**src/rtl/cmp_out_pkg.sv**
```systemverilog
package cmp_out_pkg;
  localparam int unsigned N_CH = 3;
  typedef enum logic [1:0] {
    CH_SET = 2'd0,
    CH_CLR = 2'd1,
    CH_TOG = 2'd2
  } ch_sel_e;
endpackage

```
**src/rtl/cmp_chan.sv**
```systemverilog
module cmp_chan #(
  parameter int unsigned CNT_W = 16
) (
  input  logic             clk_i,
  input  logic             rst_ni,
  input  logic             we_i,
  input  logic [CNT_W-1:0] wdata_i,
  input  logic             tick_i,
  input  logic [CNT_W-1:0] count_i,
  input  logic             clr_i,
  output logic             match_o,
  output logic             flag_o
);
  logic [CNT_W-1:0] cmp_q;
  logic             flag_q;

  always_ff @(posedge clk_i or negedge rst_ni) begin
    if (!rst_ni)   cmp_q <= '0;
    else if (we_i) cmp_q <= wdata_i;
  end

  assign match_o = tick_i && (count_i == cmp_q);

  // match beats a same-cycle clear
  always_ff @(posedge clk_i or negedge rst_ni) begin
    if (!rst_ni)       flag_q <= 1'b0;
    else if (match_o)  flag_q <= 1'b1;
    else if (clr_i)    flag_q <= 1'b0;
  end

  assign flag_o = flag_q;

  p_flag_on_match_r9: assert property (@(posedge clk_i) disable iff (!rst_ni)
    match_o |=> flag_o);
  p_flag_sticky_r9: assert property (@(posedge clk_i) disable iff (!rst_ni)
    (flag_o && !clr_i) |=> flag_o);
  p_no_tick_no_rise_r3: assert property (@(posedge clk_i) disable iff (!rst_ni)
    (!tick_i && !flag_o) |=> !flag_o);
endmodule

```
**src/rtl/out_latch.sv**
```systemverilog
module out_latch #(
  parameter int unsigned SR_W = 6,
  parameter int unsigned TG_W = 2,
  localparam int unsigned OUT_W = SR_W + TG_W
) (
  input  logic             clk_i,
  input  logic             rst_ni,
  input  logic             set_hit_i,
  input  logic             clr_hit_i,
  input  logic             tog_hit_i,
  input  logic [SR_W-1:0]  set_en_i,
  input  logic [OUT_W-1:0] rt_en_i,
  input  logic             we_i,
  input  logic [OUT_W-1:0] wdata_i,
  output logic [OUT_W-1:0] q_o
);
  logic [OUT_W-1:0] q_q, q_d;

  for (genvar b = 0; b < SR_W; b++) begin : g_sr
    always_comb begin
      if (clr_hit_i && rt_en_i[b])       q_d[b] = 1'b0;
      else if (set_hit_i && set_en_i[b]) q_d[b] = 1'b1;
      else if (we_i)                     q_d[b] = wdata_i[b];
      else                               q_d[b] = q_q[b];
    end
  end

  for (genvar b = SR_W; b < OUT_W; b++) begin : g_tg
    always_comb begin
      if (tog_hit_i && rt_en_i[b]) q_d[b] = ~q_q[b];
      else if (we_i)               q_d[b] = wdata_i[b];
      else                         q_d[b] = q_q[b];
    end
  end

  always_ff @(posedge clk_i or negedge rst_ni) begin
    if (!rst_ni) q_q <= '0;
    else         q_q <= q_d;
  end

  assign q_o = q_q;

  p_clear_wins_r7: assert property (@(posedge clk_i) disable iff (!rst_ni)
    (set_hit_i && clr_hit_i) |=> ((q_o[SR_W-1:0] & $past(rt_en_i[SR_W-1:0])) == '0));
  p_clear_bits_r5: assert property (@(posedge clk_i) disable iff (!rst_ni)
    clr_hit_i |=> ((q_o[SR_W-1:0] & $past(rt_en_i[SR_W-1:0])) == '0));
  p_set_bits_r4: assert property (@(posedge clk_i) disable iff (!rst_ni)
    (set_hit_i && !clr_hit_i) |=> ((q_o[SR_W-1:0] & $past(set_en_i)) == $past(set_en_i)));
  p_toggle_r6: assert property (@(posedge clk_i) disable iff (!rst_ni)
    tog_hit_i |=> ((q_o[OUT_W-1:SR_W] ^ $past(q_o[OUT_W-1:SR_W])) == $past(rt_en_i[OUT_W-1:SR_W])));
  p_hold_idle_r8: assert property (@(posedge clk_i) disable iff (!rst_ni)
    (!we_i && !set_hit_i && !clr_hit_i && !tog_hit_i) |=> $stable(q_o));
endmodule

```
**src/rtl/cmp_out_unit.sv**
```systemverilog
module cmp_out_unit
  import cmp_out_pkg::*;
#(
  parameter int unsigned CNT_W = 16,
  parameter int unsigned SR_W  = 6,
  parameter int unsigned TG_W  = 2,
  localparam int unsigned OUT_W = SR_W + TG_W
) (
  input  logic             clk_i,
  input  logic             rst_ni,
  input  logic             tick_i,
  input  logic [CNT_W-1:0] count_i,
  input  logic             cmp_we_i,
  input  logic [1:0]       cmp_sel_i,
  input  logic [CNT_W-1:0] cmp_wdata_i,
  input  logic [SR_W-1:0]  set_en_i,
  input  logic [OUT_W-1:0] rt_en_i,
  input  logic             out_we_i,
  input  logic [OUT_W-1:0] out_wdata_i,
  input  logic [N_CH-1:0]  flag_clr_i,
  output logic [OUT_W-1:0] out_o,
  output logic [N_CH-1:0]  flag_o
);
  logic [N_CH-1:0] hit;

  for (genvar c = 0; c < N_CH; c++) begin : g_ch
    logic ch_we;
    assign ch_we = cmp_we_i && (cmp_sel_i == 2'(c));
    cmp_chan #(.CNT_W(CNT_W)) i_chan (
      .clk_i   (clk_i),
      .rst_ni  (rst_ni),
      .we_i    (ch_we),
      .wdata_i (cmp_wdata_i),
      .tick_i  (tick_i),
      .count_i (count_i),
      .clr_i   (flag_clr_i[c]),
      .match_o (hit[c]),
      .flag_o  (flag_o[c])
    );
  end

  out_latch #(.SR_W(SR_W), .TG_W(TG_W)) i_latch (
    .clk_i     (clk_i),
    .rst_ni    (rst_ni),
    .set_hit_i (hit[CH_SET]),
    .clr_hit_i (hit[CH_CLR]),
    .tog_hit_i (hit[CH_TOG]),
    .set_en_i  (set_en_i),
    .rt_en_i   (rt_en_i),
    .we_i      (out_we_i),
    .wdata_i   (out_wdata_i),
    .q_o       (out_o)
  );

  p_hit_needs_tick_r3: assert property (@(posedge clk_i) disable iff (!rst_ni)
    !tick_i |-> (hit == '0));
endmodule

```
**config.mk**
```make
export PLATFORM = sky130hd
export DESIGN_NAME = cmp_out_unit
export DESIGN_NICKNAME = d
export VERILOG_FILES = /design/src/rtl/cmp_out_pkg.sv /design/src/rtl/cmp_chan.sv /design/src/rtl/out_latch.sv /design/src/rtl/cmp_out_unit.sv
export SDC_FILE = /design/constraint.sdc
export NUM_CORES = 1
export LEC_CHECK = 0
export ABC_AREA = 1
export BUFFER_PORTS_ARGS = -buffer_cell sky130_fd_sc_hd__clkbuf_2
export CORE_MARGIN = 10
export CORE_UTILIZATION = 47
export DETAILED_ROUTE_END_ITERATION = 10
export PLACE_DENSITY = 0.79
export SLEW_MARGIN = 20
export SYNTH_ARGS = -nofsm -noshare
export SYNTH_HDL_FRONTEND = slang
export SYNTH_HIERARCHICAL = 1
export SYNTH_SLANG_ARGS = --single-unit
```
**constraint.sdc**
```tcl
create_clock -name clk_i -period 3 [get_ports clk_i]
set_input_delay 0.3 -clock clk_i [delete_from_list [all_inputs] [get_ports clk_i]]
set_output_delay 0.3 -clock clk_i [all_outputs]
set_load 0.03 [all_outputs]
```
======== Yosys cells after proc, flatten, opt, wreduce, memory -nomap -nowiden ========
Cells that the tools add are included.
word-level totals
  register bits ........................... 59
  latch bits .............................. 0
  memory bits (writable) .................. 0
  bits in read-only memories .............. 0
  input port bits ......................... 64
  logic and storage cells ................. 81
  memories kept ........................... 0
operators by class
  add/subtract/negate cells ............... 0
  $mul .................................... 0
  divide/modulo/power cells ............... 0
  magnitude comparators ................... 0
  eq/ne operators ......................... 5
  shift-type cells ........................ 0
  mux-type cells .......................... 28
  bitwise logic cells ..................... 2
  reduce and logical (&&, ||, !) cells .... 32
operators by type and width
  cell                                           count
  == test 16 bit                                 3
  two-way mux 1 bit                              28
  logical AND 1 bit                              20
  nonzero test 3 bit                             6
  nonzero test 2 bit                             5
  == test 2 x 1 -> 1 bit, second input constant  1
  == test 2 bit, second input constant           1
  logical NOT 2 bit                              1
  NOT 1 bit                                      2

======== Longest topological paths before layout ========
Gate-level depths: netlist of the first run.
  depth after elaboration ................. 5
  mapped depth ............................ 12
  mapped depth without buffers ............ 12

======== Cells and area by module ========
The synthesis of the first run kept the hierarchy.
modules (own cells, without submodules)
  module        times used  cells each  area each (µm²)  sequential area each (µm²)
  cmp_chan      3           162         1046.0           425.4
  out_latch     1           80          519.2            200.2
  cmp_out_unit  1           7           26.3             0.0

======== Least setup slack after synthesis of the first run ========
OpenSTA, ideal clock, no wires.
  path type ............................... reg-to-reg
  start ................................... reg g_ch[0].i_chan.cmp_q[8]
  end ..................................... reg i_latch.q_q[1] (netlist: i_latch/q_o[1])
  setup time .............................. 71 ps
  arrival time ............................ 1185 ps
  data required time ...................... 2929 ps
  slack ................................... 1744 ps
  stages on the path, launching flop included .. 9
  buffers on the path ..................... 0
  period minus slack after synthesis ...... 1256 ps
  cells stage by stage .................... dfrtp_1 xnor2_1 nand3_1 nand3b_1 nor2_2 nand2_1 nand2_1 nor2_1 nor2_1
on the way
  longest elaborated chain between the ends .. 5
  elaborated cells on any way between the ends .. 6
  those cells by class .................... eq/ne (1); mux (2); reduce/logical (3)
RTL lines
  what                    line                text
  start, declared         cmp_chan.sv:14      logic [CNT_W-1:0] cmp_q;
  start signal, assigned  cmp_chan.sv:19      else if (we_i) cmp_q <= wdata_i;
  == test 16 bit *        cmp_chan.sv:22      assign match_o = tick_i && (count_i == cmp_q);
  logical AND 1 bit *     cmp_chan.sv:22
  named net hit[0]        cmp_out_unit.sv:24  logic [N_CH-1:0] hit;
  logical AND 1 bit *     out_latch.sv:22     else if (set_hit_i && set_en_i[b]) q_d[b] = 1'b1;
  two-way mux 1 bit       out_latch.sv:22
  two-way mux 1 bit       out_latch.sv:21     if (clr_hit_i && rt_en_i[b]) q_d[b] = 1'b0;
  end signal, assigned    out_latch.sv:38     else q_q <= q_d;
  end, declared           out_latch.sv:17     logic [OUT_W-1:0] q_q, q_d;
Mark *: on every way through the listed nets, which the timed path passes. The rest lies on a longest branch.
A chain may end at the register's enable or synchronous reset.

======== Worst setup path after layout of the first run ========
  start ................................... reg g_ch[0].i_chan.cmp_q[3]
  end ..................................... reg i_latch.q_q[3] (netlist: i_latch/q_o[3])
Same word-level chain as after synthesis.

==> metrics, run 1 <==
number of H-tree levels=3; # hold bufs at CTS=0; worst setup path start=g_ch[0].i_chan/cmp_q[3]; first-pass iteration count of the detailed router=5; distinct cell type count after synthesis=20; initial antenna violation count=0; largest net degree at the start of global routing=60; area of the core=7687 um^2; Switching Fraction=34.71%; Syn Inst Count=~570; max-slew violation count=0; share of layout cells above drive strength 1=a little under a fifth; Worst Path Required=around 3300 ps; skew final=approximately 6 ps; Hold WS=about 120 ps; kind of critical path=reg -> reg; crit-path max FO=6; max-cap violations=0; Post-Syn Area=~3700 um^2; Worst VDD drop=about 270 uV; final setup vio count=0; clk_lat worst skew=between 300 and 400 ps; clk buf depth=2; Tot GR Track Use=between 10% and 20%; R2R Setup Slk=1420 ps; fin crit share=52.60%; Synth Area in Compound Gates=roughly 7%; largest cells by area after synthesis=dfrtp_1 (40%), nand2_1 (23%), inv_1 (10%), nor2_1 (7.0%), o21ai_0 (5.7%); Vias=roughly 3700; Port Buffers=74; Adder-Cell Fraction of Synth Area=0%; pwr dens=approximately 510 nW/um^2; worst r2r path cells=11; CTS root buf=clkbuf_8; CTS buffer count=9; register area share after synthesis=40.08%; total grt overflow=0; global-route wire length before repair=16510 um; final std cells w/o fill=758; P&R area growth vs syn=16.75%; reg-to-reg startpoint=g_ch[0].i_chan/cmp_q[3]; multi-input combinational cell area=1737 um^2; post-CTS resize count=0; Synth Area in XOR/XNOR=2.140%; post-route ant nets=0; top-area cell type share of the netlist area=40.08%; Placer Congestion=between 0.8 and 0.9; Register Area=1476 um^2; clock sinks=between 50 and 60; Clock transition at path regs=70 ps; commonest non-fill, non-tap cell in the layout=nand2_1; power share of the clock group=about 28%; combinational share of power=26.8%; Starting Density=a little under half; RSZ-0062 raised after global routing=false; portion of netlist area occupied by mux cells=between 1.5 and 2%; Simple-Gate Fraction of Synth Area=35.84%; worst hold path type=in -> async; critical path launch point type=flop; Final Net Count=between 700 and 800; Antenna Cells=0; Synthesis Warnings=6; # fillers=~800; Wirelength per Cell=between 10 and 15 um; placed wire-length estimate=approximately 8000 um; CP arrival=1850 ps; Inst Count DP=742; Crit Reg-Reg Endpoint=i_latch/q_o[3]; CP endpoint kind=flop; largest family of logic cells by synthesized area=simple AND/OR/NAND/NOR gates; final hold viol count=0; vias in the first global route=3606; Setup Buffers After CTS=0; syn avg cell area=around 6.4 um^2; LEAKAGE=between 2 and 3 nW; internal cell power=approximately 1.4 mW; most frequent cells in the layout=nand2_1 (223), inv_1 (102), clkbuf_2 (74); power share of the sequential group=between 40 and 50%; Synthesized Nets=roughly 640; I/O Pins=75; Max transition margin=between 40 and 50%; status=completed; switching pwr=between 700 and 800 uW; Final min period=between 1500 and 2000 ps; Die Width=108.5 um; setup TNS=0 ps; Avg Vias per Cell=about 4.8; WL final=about 10000 um; die area=approximately 12000 um^2; DRC Markers=0; DR iter-0 viols=roughly 260; Synth area leader=dfrtp_1; CTS tree=built; Synth Register Bits=59; Site Rows=32; Die Ht=~110 um; Fmax=633.7 MHz; Worst Tran Pin Value=around 770 ps
registers in the layout (all words and copies together), names as in the netlist:
name / count
g_ch.i_chan/cmp_q: 48
i_latch/q_o: 8
g_ch.i_chan/flag_o: 3
worst max-delay path: stages, from the launching register on:
cell,delay [ps]
dfrtp_1,380
nand2_1,120
nand2_1,60
nor2_1,140
nand2_1,70
nor2_1,100
nand2_1,100
nor2_2,250
nand2_1,90
nand2_1,70
nor2_1,40
nor2_1,80
cell usage after synthesis:
library cell,instances
and3b_1,3
inv_1,102
a21boi_1,3
nor2_2,14
buf_6,1
nand2_1,223
inv_2,6
dfrtp_1,59
xnor2_1,9
clkbuf_1,3
nand3b_1,3
o21ai_0,42
o21ai_1,6
nand3_1,12
buf_12,1
buf_2,6
mux2_2,6
nor2_1,69
nand2_2,2
nor3_1,3
power by group through the flow:
stage	Combinational, mW	Sequential, mW	Clock, mW
floorplan	0.374	1.00	0
global placement	0.564	0.991	0
detailed placement	0.579	0.999	0
CTS	0.583	0.985	0.625
global route	0.672	1.00	0.662
finish	0.585	0.985	0.612
through the flow:
step / cell area, um^2 / util, % / setup slack [ps] / power (mW)
6_report: 4300 / 55.94 / 1422 / 2.183
5_1_grt: 4300 / 55.94 / 1295 / 2.334
4_1_cts: 4300 / 55.94 / 1401 / 2.194
3_5_place_dp: 4146 / 53.94 / 1299 / 1.578
3_3_place_gp: 4146 / 53.94 / 1325 / 1.555
2_1_floorplan: 3684 / - / 1744 / 1.378
area by class of cell:
class	count	share of cell area, %
Clock buffer	13	3.230
Clock inverter	3	0.3491
Sequential cell	59	34.33
Multi-Input combinational cell	395	40.38
Inverter	108	9.427
Timing Repair Buffer	78	9.310
Tap cell	102	2.968
worst max-delay path by stage:
stage,to,slack (ps)
6_report,i_latch/q_o[3],1420
5_1_grt,i_latch/q_o[5],1290
4_1_cts,i_latch/q_o[3],1400
3_5_place_dp,g_ch[2].i_chan/cmp_q[12],1300
3_3_place_gp,g_ch[2].i_chan/cmp_q[12],1330
2_1_floorplan,i_latch/q_o[1],1740
cells by family (layout without fill, tap and decap cells):
family | after synthesis | after routing
simple gates | 329 | 329
flops | 59 | 59
compound gates | 51 | 51
mux | 6 | 6
buf+inv | 119 | 202
xor+xnor | 9 | 9
routing by layer:
layer  global-route usage, %  share of wire [%]
met5                       0                  0
met4                   8.286                2.4
met3                   3.748                9.7
met2                   29.74                 46
met1                   21.11                 42
(Power assumes the default switching activity.)
==> inputs of run 2 (changes only) <==
- clock period: 3 -> 1.59 ns (I/O delays scaled with it)
==> metrics, run 2 (synthesis results as in run 1) <==
status=completed (unchanged); Vias=3740 (was 3650); total grt overflow=0 (unchanged); P&R area growth vs syn=22.21% (was 16.75%); Tot GR Track Use=17.75% (was 17.68%); CP arrival=1750 ps (was 1850 ps); Worst Path Required=1830 ps (was 3270 ps); Power Total=4.608 mW (was 2.183 mW); max reg flops=48 (unchanged); Worst Tran Pin Value=416.3 ps (was 768.4 ps); commonest non-fill, non-tap cell in the layout=nand2_1 (unchanged); placed wire-length estimate=8156 um (was 7928 um); internal cell power=3.123 mW (was 1.425 mW); CTS root buf=clkbuf_8 (unchanged); Worst Hold Path EP=g_ch[0].i_chan/flag_o; Final Net Count=723 (was 715); final hold viol count=0 (unchanged); clock sinks=59 (unchanged); final worst setup slack=81.16 ps (was 1422 ps); die area=11780 um^2 (unchanged); initial antenna violation count=0 (unchanged); gr busiest metal=met2 (unchanged); largest net degree at the start of global routing=60 (unchanged); I/O Pins=75 (unchanged); vias in the first global route=3662 (was 3606); post-route ant nets=0 (unchanged); most frequent cells in the layout=nand2_1 (215), inv_1 (102), clkbuf_2 (74) (was nand2_1 (223), inv_1 (102), clkbuf_2 (74)); crit-path max FO=2 (was 6); Worst VDD drop=484.1 uV (was 272.4 uV); combinational share of power=25.3% (was 26.8%); post-place setup slack=80.66 ps (was 1299 ps); met3 usage=4.283% (was 3.748%); Port Buffers=74 (unchanged); Fmax=662.8 MHz (was 633.7 MHz); placed standard-cell area=4204 um^2 (was 4146 um^2); Max transition margin=72.25% (was 48.77%); HP Start=flag_clr_i[0]; critical path launch point type=flop (unchanged); DR iter-0 viols=175 (was 264); met2 GRT Util=29.53% (was 29.74%); Clock transition at path regs=70 ps (about the same); Slowest-stage cell, CP=dfrtp_1 (unchanged); Worst path max stage delay=390 ps (was 380 ps); CTS buffer count=9 (unchanged); Final Util=58.56% (was 55.94%); worst r2r path cells=10 (was 11); power share of the sequential group=40.4% (was 45.1%); cell area after layout=4502 um^2 (was 4300 um^2); CP endpoint kind=flop (unchanged); Site Rows=32 (unchanged); LEAKAGE=2.611 nW (was 2.527 nW); Placer Congestion=0.9757 (was 0.8950); met1 usage=22.11% (was 21.11%); reg-to-reg startpoint=g_ch[2].i_chan/cmp_q[0] (was g_ch[0].i_chan/cmp_q[3]); kind of critical path=reg -> reg (unchanged); CTS tree=built (unchanged); Wirelength per Cell=13.65 um (was 13.34 um); global-route wire length before repair=16840 um (was 16510 um); Die Width=108.5 um (unchanged); worst hold path type=in -> reg (was in -> async); clk_lat worst skew=340 ps (about the same); RSZ-0062 raised after global routing=true (was false); R2R Setup Slk=80 ps (was 1420 ps); max-slew violation count=0 (unchanged); fin crit share=94.90% (was 52.60%); Switching Fraction=32.24% (was 34.71%); Die Ht=108.5 um (unchanged); hold path cells=4; Final min period=1509 ps (was 1578 ps); Starting Density=47.92% (unchanged); pwr dens=1024 nW/um^2 (was 507.5 nW/um^2); Crit Reg-Reg Endpoint=i_latch/q_o[7] (was i_latch/q_o[3]); clk buf depth=2 (unchanged); max-cap violations=0 (unchanged); WL final=10460 um (was 10110 um); share of layout cells above drive strength 1=21.69% (was 18.45%); first-pass iteration count of the detailed router=5 (unchanged); final setup vio count=0 (unchanged); Crit path top cell by count=nand2_1 (unchanged); Avg Vias per Cell=4.883 (was 4.815); worst-path cell chain=nand2_1 > nand2_1 > nor2_2 > nand2_1 > nor2_1 > nand2_1 > nor2_4 > nand2_1 > nor2_1 > nor2_1 (was nand2_1 > nand2_1 > nor2_1 > nand2_1 > nor2_1 > nand2_1 > nor2_2 > nand2_1 > nand2_1 > nor2_1 > nor2_1); DRC Markers=0 (unchanged); Reg with most FFs=g_ch.i_chan/cmp_q (unchanged); area of the core=7687 um^2 (unchanged); Antenna Cells=0 (unchanged); skew final=7.093 ps (was 6.125 ps); switching pwr=1.486 mW (was 757.5 uW); number of H-tree levels=3 (unchanged); Inst Count DP=748 (was 742); power share of the clock group=34.4% (was 28.0%); final std cells w/o fill=766 (was 758)
==> run 2: cell types whose count changed in the layout (fill, tap and decap cells not counted), sizes merged <==
cell         previous run  this run
bufinv                  0         2
buf                     4        11
clkbuf                 87        86
dlygate4sd3             0         1
clkinvlp                0         1
clkinv                  3         1
==> run 2: power by group through the flow <==
stage | combinational [mW] | sequential, mW | clock [mW]
floorplan | 0.706 | 1.89 | 0
global placement | 1.08 | 1.87 | 0
detailed placement | 1.11 | 1.88 | 0
CTS | 1.12 | 1.86 | 1.61
global route | 1.32 | 1.89 | 1.67
finish | 1.16 | 1.86 | 1.58
==> run 2: layer usage <==
metal  vias up  share of wire, %
li1       1862                 -
met3        19               8.1
met2       150                46
met4         0               1.8
met1      1709                44
met5         -                 0
==> run 2: layout make-up <==
class / instances / area (um^2)
inverter: 108 / 405.4
tap: 102 / 127.6
clock buffer: 12 / 155.1
multi-input combinational: 395 / 1789
fill: 764 / 3186
sequential: 59 / 1476
timing repair buffer: 86 / 475.5
clock inverter: 4 / 72.57
==> run 2: how the worst max path moves through the flow <==
| stage | start | depth (start not counted) | slack, ps | end |
|---|---|---|---|---|
| final | g_ch[2].i_chan/cmp_q[0] | 10 | 80 | i_latch/q_o[7] |
| after global routing | g_ch[0].i_chan/cmp_q[13] | 12 | -40 | i_latch/q_o[3] |
| after CTS | g_ch[0].i_chan/cmp_q[8] | 8 | 50 | i_latch/q_o[2] |
| after detailed placement | g_ch[0].i_chan/cmp_q[8] | 8 | 80 | i_latch/q_o[2] |
| after global placement | g_ch[0].i_chan/cmp_q[8] | 8 | 110 | i_latch/q_o[1] |
| after floorplan | g_ch[0].i_chan/cmp_q[8] | 8 | 330 | i_latch/q_o[1] |
==> run 2: per-stage QoR <==
stage	setup TNS, ps	hold WS [ps]
after CTS	0	43.19
after global routing	-94.79	62.37
after global placement	0	196.5
after floorplan	0	-136.6
after detailed placement	0	198.1
final	0	50.30
==> run 2: critical path, delay by kind of cell (launching register included) <==
family        cells  cell delay, ps
flops             1             390
simple gates     10            1020
==> run 2: timing repair <==
| item | in CTS | in global routing |
|---|---|---|
| endpoints found under the setup margin | 0 | 7 |
| hold buffers | 1 | 0 |
| setup buffers | 0 | 1 |
| gates resized for setup | 0 | 16 |
| endpoints found under the hold margin | 59 | 0 |
